[config.mk]
export PLATFORM = sky130hd
export DESIGN_NAME = pfd_speedup
export DESIGN_NICKNAME = d
export VERILOG_FILES = /design/src/rtl/pfd_speedup_pkg.sv /design/src/rtl/pfd_speedup_edge.sv /design/src/rtl/pfd_speedup_core.sv /design/src/rtl/pfd_speedup_gate.sv /design/src/rtl/pfd_speedup.sv
export SDC_FILE = /design/constraint.sdc
export NUM_CORES = 1
export LEC_CHECK = 0
export CORE_AREA = 2 2 39 41
export CTS_BUF_LIST = sky130_fd_sc_hd__clkbuf_16
export DETAILED_ROUTE_END_ITERATION = 7
export DIE_AREA = 0 0 41 43
export GPL_TIMING_DRIVEN = 0
export HOLD_SLACK_MARGIN = 0.15
export PLACE_DENSITY = 0.79
export SYNTH_ARGS = -nofsm -noshare
export SYNTH_HDL_FRONTEND = slang
export SYNTH_SLANG_ARGS = --single-unit
[constraint.sdc]
create_clock -name clk -period 1.2 [get_ports clk]
set_clock_uncertainty 0.1 [all_clocks]
set_input_delay 0.12 -clock clk [delete_from_list [all_inputs] [get_ports clk]]
set_output_delay 0.12 -clock clk [all_outputs]
set_load 0.05 [all_outputs]
[src/rtl/pfd_speedup_pkg.sv]
package pfd_speedup_pkg;

    typedef struct packed {
        logic up;
        logic dn;
    } pump_pair_t;

    localparam pump_pair_t PAIR_IDLE = '{up: 1'b0, dn: 1'b0};

    function automatic pump_pair_t gate_pair(pump_pair_t p, logic en);
        pump_pair_t g;
        g.up = p.up & en;
        g.dn = p.dn & en;
        return g;
    endfunction

    function automatic logic phase_err(pump_pair_t p);
        return p.up ^ p.dn;
    endfunction

    function automatic logic pair_idle(pump_pair_t p);
        return !p.up && !p.dn;
    endfunction

endpackage

[src/rtl/pfd_speedup_edge.sv]
module pfd_speedup_edge #(
    parameter int N = 2
) (
    input  logic         clk,
    input  logic         rst,
    input  logic [N-1:0] level_in,
    output logic [N-1:0] rise
);
    logic [N-1:0] prev_q;

    for (genvar i = 0; i < N; i++) begin : g_ch
        always_ff @(posedge clk) begin
            if (rst) prev_q[i] <= 1'b0;
            else     prev_q[i] <= level_in[i];
        end
        assign rise[i] = level_in[i] & ~prev_q[i];
    end
endmodule

[src/rtl/pfd_speedup_core.sv]
module pfd_speedup_core
    import pfd_speedup_pkg::*;
#(
    parameter int RST_DLY = 2
) (
    input  logic       clk,
    input  logic       rst,
    input  logic       pd,
    input  logic       ref_edge,
    input  logic       main_edge,
    output pump_pair_t drive,
    output logic       idle
);
    localparam int CW = (RST_DLY > 1) ? $clog2(RST_DLY) : 1;
    localparam logic [CW-1:0] LAST = CW'(RST_DLY - 1);

    pump_pair_t    q;
    logic [CW-1:0] cnt;
    logic          both;

    assign both = q.up & q.dn;

    always_ff @(posedge clk) begin
        if (rst || pd) begin
            q   <= PAIR_IDLE;
            cnt <= '0;
        end else if (both) begin
            if (cnt == LAST) begin
                q   <= PAIR_IDLE;
                cnt <= '0;
            end else begin
                cnt <= cnt + 1'b1;
            end
        end else begin
            q.up <= q.up | ref_edge;
            q.dn <= q.dn | main_edge;
        end
    end

    assign drive = q;
    assign idle  = pair_idle(q);

    p_set_up_r1: assert property (@(posedge clk) disable iff (rst)
        (ref_edge && !pd && !both) |=> q.up);
    p_set_dn_r1: assert property (@(posedge clk) disable iff (rst)
        (main_edge && !pd && !both) |=> q.dn);
    p_overlap_clear_r2: assert property (@(posedge clk) disable iff (rst)
        (both && cnt == LAST) |=> (!q.up && !q.dn));
    p_overlap_hold_r2: assert property (@(posedge clk) disable iff (rst)
        (both && cnt != LAST && !pd) |=> (q.up && q.dn));
endmodule

[src/rtl/pfd_speedup_gate.sv]
module pfd_speedup_gate #(
    parameter int RATIO_W = 4
) (
    input  logic               clk,
    input  logic               rst,
    input  logic               pd,
    input  logic               idle,
    input  logic               fast_req,
    input  logic [RATIO_W-1:0] ratio_cfg,
    output logic               fast_act,
    output logic [RATIO_W-1:0] ratio_q
);
    always_ff @(posedge clk) begin
        if (rst) begin
            fast_act <= 1'b0;
            ratio_q  <= '0;
        end else if (pd) begin
            fast_act <= 1'b0;
        end else if (idle) begin
            fast_act <= fast_req;
            ratio_q  <= ratio_cfg;
        end
    end

    p_fast_sync_r3: assert property (@(posedge clk) disable iff (rst)
        (!idle && !pd) |=> $stable(fast_act));
    p_ratio_hold_r6: assert property (@(posedge clk) disable iff (rst)
        (!idle || pd) |=> $stable(ratio_q));
endmodule

[src/rtl/pfd_speedup.sv]
module pfd_speedup
    import pfd_speedup_pkg::*;
#(
    parameter int RST_DLY = 2,
    parameter int RATIO_W = 4
) (
    input  logic               clk,
    input  logic               rst,
    input  logic               ref_div,
    input  logic               main_div,
    input  logic               fast_req,
    input  logic               pwr_dn,
    input  logic               lock_en,
    input  logic [RATIO_W-1:0] ratio_cfg,
    output logic               pump_up,
    output logic               pump_dn,
    output logic               fast_up,
    output logic               fast_dn,
    output logic               lock_out,
    output logic [RATIO_W-1:0] ratio_out
);
    logic [1:0] rise;
    pump_pair_t drive, norm, spd;
    logic       idle, fast_act;

    pfd_speedup_edge #(.N(2)) u_edge (
        .clk(clk), .rst(rst), .level_in({main_div, ref_div}), .rise(rise)
    );

    pfd_speedup_core #(.RST_DLY(RST_DLY)) u_core (
        .clk(clk), .rst(rst), .pd(pwr_dn),
        .ref_edge(rise[0]), .main_edge(rise[1]),
        .drive(drive), .idle(idle)
    );

    pfd_speedup_gate #(.RATIO_W(RATIO_W)) u_gate (
        .clk(clk), .rst(rst), .pd(pwr_dn), .idle(idle),
        .fast_req(fast_req), .ratio_cfg(ratio_cfg),
        .fast_act(fast_act), .ratio_q(ratio_out)
    );

    assign norm     = gate_pair(drive, ~pwr_dn);
    assign spd      = gate_pair(norm, fast_act);
    assign pump_up  = norm.up;
    assign pump_dn  = norm.dn;
    assign fast_up  = spd.up;
    assign fast_dn  = spd.dn;
    assign lock_out = phase_err(norm) & lock_en;

    p_lock_mask_r4: assert property (@(posedge clk) disable iff (rst)
        !lock_en |-> !lock_out);
    p_pd_quiet_r5: assert property (@(posedge clk) disable iff (rst)
        pwr_dn |-> !(pump_up || pump_dn || fast_up || fast_dn || lock_out));
    p_fast_subset_r3: assert property (@(posedge clk) disable iff (rst)
        (fast_up |-> pump_up) and (fast_dn |-> pump_dn));
    p_pd_clears_r5: assert property (@(posedge clk) disable iff (rst)
        pwr_dn |=> (!fast_up && !fast_dn));
endmodule

# After elaboration in Yosys (flattened, before gate mapping)
# Index checks and enable logic that the tools add are counted.
dict set report classes {
  muxes 3
  n_reduce_logical 6
  n_eq_ne 1
  bitwise 14
  addsub 1
}
# operator n
set op_table {}
lappend op_table {{bitwise AND 1 bit} 8}
lappend op_table {{two-way mux 2 bit} 2}
lappend op_table {{inverter 1 bit} 3}
lappend op_table {{zero test 1 bit} 2}
lappend op_table {{inequality test 2 x 1 -> 1 bit, second input constant} 1}
lappend op_table {{OR 1 bit} 2}
lappend op_table {{AND reduction 2 bit} 1}
lappend op_table {{OR reduction 2 bit} 1}
lappend op_table {{adder 1 bit, second input constant} 1}
lappend op_table {{logical AND 1 bit} 1}
lappend op_table {{logical OR 1 bit} 1}
lappend op_table {{two-way mux 1 bit} 1}
lappend op_table {{XOR 1 bit} 1}
dict set report word_totals {
  out_inout_bits 9
  register_bits 10
  wordCells 32
}

# Depth between registers and ports, before layout
dict set report logic_depth {
  word_depth 4
  depth_mapped 3
  ltp_nobuf 2
}

# Modules after synthesis
# Synthesis repeated with hierarchy kept, for this count alone.
dict set report unflattened {
  hier_cells 45
  hier_area_um2 467.9
}
# mod cells_each seq_area_each_um2 n_inst area_each_um2
set modules_own_cells {}
lappend modules_own_cells {pfd_speedup_gate 20 100.1 1 224.0}
lappend modules_own_cells {pfd_speedup_core 13 60.1 1 121.4}
lappend modules_own_cells {pfd_speedup_edge 6 40.0 1 70.1}
lappend modules_own_cells {pfd_speedup 6 0.0 1 52.6}

# Worst setup path after synthesis
# OpenSTA, ideal clock, no wires.
dict set report synth_timing {
  path_kind {reg-to-output}
  from {register u_core.q (netlist bit u_core.drive[1])}
  to {output lock_out}
  t_required_ns 0.980
  path_stages_with_launch 4
  arrival_ns 1.764
  n_path_buf 1
  path_slack_ns -0.784
  cell_sequence {dfxtp_1 > buf_2 > xnor2_1 > nor3b_1}
}
dict set report synth_between {
  elab_chain_cells 3
}
# element line_no
set synth_lines {}
lappend synth_lines {{start, declared} pfd_speedup_core.sv:17} ;# pump_pair_t q;
lappend synth_lines {{bitwise AND 1 bit} pfd_speedup_pkg.sv:12} ;# g.up = p.up & en;
lappend synth_lines {{XOR 1 bit} pfd_speedup_pkg.sv:18} ;# return p.up ^ p.dn;
lappend synth_lines {{bitwise AND 1 bit} pfd_speedup.sv:48} ;# assign lock_out = phase_err(norm) & lock_en;
lappend synth_lines {{end, declared} pfd_speedup.sv:19} ;# output logic lock_out,
# Every way passes these cells.

# Final worst setup path
dict set report layout_timing {
  from {register u_core.q (netlist bit u_core.drive[0])}
  to {output fast_dn}
}
dict set report layout_between {
  elab_chain_cells 2
}
# element line_no
set layout_lines {}
lappend layout_lines {{bitwise AND 1 bit (2 in series)} pfd_speedup_pkg.sv:13} ;# g.dn = p.dn & en;
lappend layout_lines {{end, declared} pfd_speedup.sv:18} ;# output logic fast_dn,
# Every way passes these cells.

==> impl_metrics.ini <==
[status]
run_status = finished, violations left
violations = negative setup slack

[worst_setup_path]
cp.required_ns = 0.98
path_class = flip-flop to output pin
path_max_fanout = 4
ff2ff_setup_slack_ns = -0.12
rr_startpoint = u_core.drive[1]
reg2regPathDepth = 3
worst_setup_path_start_kind = flip-flop
crit_end = fast_dn
critical_path.endpoint_type = output pin
setup.worst_path.start = u_core.drive[0]
crit_arrival_ns = 1.20
worstReg2RegEnd = u_gate.ratio_q[1]

[floorplanning]
die_y_um = 43
row_count = 14
die_w_um = 41
num_io_pins = 20
die_area_mm2 = 0.00176
initial_core_util_pct = 32.5
design.core.area_mm2 = 0.00138

[global_route]
grtUsageTotal_pct = 17.8
grt_start_max_net_pins = 11
grt_pass1_wl_um = 1930
grt_pass1_vias = 451
overflow = 0
antenna_found_initial = 0

[routing]
wl_per_cell_um = 14.3
wl_um = 1360
drc = 0
vias = 493
wl_met1_um = 535
highest_layer = met4
via_per_inst = 5.19
drt-pass1-iter-count = 3
route.met2.wl_um = 705
drt_iter0_markers = 3
met3WireLength_um = 78
ant_nets = 0

[place]
gp_congestion = 0.755
place_hpwl_um = 772
pre_cts_slack_ns = -0.905
portBuffers = 19
dp_cells = 82
place_area_um2 = 734

[yosys]
netlist_top_cells_area = dfxtp_1 (44%), a21oi_1 (8.9%), or4b_1 (8.9%), o31ai_1 (6.7%), nor3b_1 (5.0%)
synth_top_area_share_pct = 44.4
synth_enable_flop_cells = 0
synth_cell_types = 18
synth_nets = 58
synth_ff_type = dfxtp_1
netlist_area_um2 = 450
ys_warn_count = 0
syn_inst = 47
yosys_register_bits = 10
post-synth-top-area-cell = dfxtp_1
ys_async_sr_fraction_pct = 0
synth_seq_area_share_pct = 44.4
syn_avg_cell_area_um2 = 9.58

[cells_and_area]
stdcell_count = 95
n_fill_cell = 95
final_cell_mix = clkdlybuf4s50_1 (9), buf_6 (8), dfxtp_1 (8)
final_common_cell = clkdlybuf4s50_1
post-route-cell-area_um2 = 973
num_antenna_cells = 0
drive_gt1_share_pct = 57.0
final_nets = 92
area_delta_synth_final_pct = 116

[clocking]
cts_max_path_buffers = 2
clk_latency_ns = 0.24
h-tree-depth = 1
clock_sinks = 10
ctsHoldBuffers = 0
cts_tree = built
ctsRootBufferMaster = clkbuf_16
clk_pin_slew_worst_paths_ns = 0.04
cts_buffers = 3

[timing]
worstMarginPinSlew_ns = 0.383
setup_viol = 11
rsz0062_at_grt = yes
max_clock_freq_mhz = 704
setup_ws_ns = -0.220
period_minus_slack_ns = 1.42
final_hold_viol_count = 0
period_share_pct = 118
relSlewSlack_pct = 74.4
slew_viol_final = 0
holdWs_ns = 0.366

[job]
cap_violations = 0

[power]
ir_drop_mv = 0.859
power_density_mw_per_mm2 = 1200
power_mw = 1.17
p_leak_nw = 0.383

[worst_hold_path]
hold_class = primary input to flip-flop
what timing repair did:
action                     CTS  global route
buffers inserted             8             2
hold endpoints to repair     0             0
pin swaps                    5             3
setup endpoints to repair   15            11
resized for setup           59             8
stage by stage:
step,utilization (%),setup TNS [ns]
after floorplan,-,-0.261
after global placement,53.1,-6.45
after detailed placement,53.1,-6.46
after CTS,66.1,-1.29
after global routing,70.3,-1.89
final,70.3,-1.46
metal layers:
metal / track usage, % / vias up
met5: 0 / -
met4: 12.0 / 0
met3: 7.85 / 5
met2: 29.1 / 15
met1: 16.5 / 234
li1: - / 239
logic make-up (layout without fill, tap and decap cells):
group                     count (synthesis)  after routing  share of synthesized area, %
DFF                                      10             10                          44.4
buffers and inverters                     5             37                          6.39
xor gates and xnor gates                  1              1                          1.94
AOI/OAI and AO/OA                        15             15                          21.1
and+or+nand+nor                          16             16                          26.1
cells in the mapped netlist (2+ instances only):
master	count
a21oi_1	8
buf_2	2
dfxtp_1	10
inv_1	2
nand2b_1	2
nor2_1	2
nor2b_1	2
nor3b_1	3
o31ai_1	4
or4b_1	4
where the power goes:
part	internal, mW	leakage [nW]	switching (mW)
clock network	0.431	0.0370	0.146
logic	0.123	0.263	0.115
registers	0.349	0.0836	0.00838
total	0.902	0.383	0.270
worst max-delay path, stage by stage, from the launching register on:
cell	delay [ns]
dfxtp_4	0.34
buf_8	0.12
buf_12	0.10
inv_6	0.03
nor3b_4	0.18
buf_6	0.18
registers in the layout (all words and copies together), names as in the netlist:
| register | count |
|---|---|
| u_edge.prev_q | 2 |
| u_gate.fast_act | 1 |
| u_core.cnt | 1 |
| u_gate.ratio_q | 4 |
| u_core.drive | 2 |
final cells by class:
class	count	area, um^2	area share [%]
buffer	3	41.3	4.24
multi-input combinational	32	318	32.6
clock buffer	3	75.1	7.71
timing repair buffer	29	295	30.3
sequential	10	208	21.3
inverter	2	16.3	1.67
tap	16	20.0	2.06
worst min-delay path by stage:
stage,startpoint,end,depth (start not counted)
after floorplan,rst,u_gate.ratio_q[0],1
after global placement,u_gate.ratio_q[1],u_gate.ratio_q[1],2
after detailed placement,u_gate.ratio_q[0],u_gate.ratio_q[0],2
after CTS,pwr_dn,u_gate.ratio_q[3],3
after global routing,main_div,u_edge.prev_q[1],2
final,main_div,u_core.drive[0],3
No activity file was read; power rests on OpenSTA's default activity.
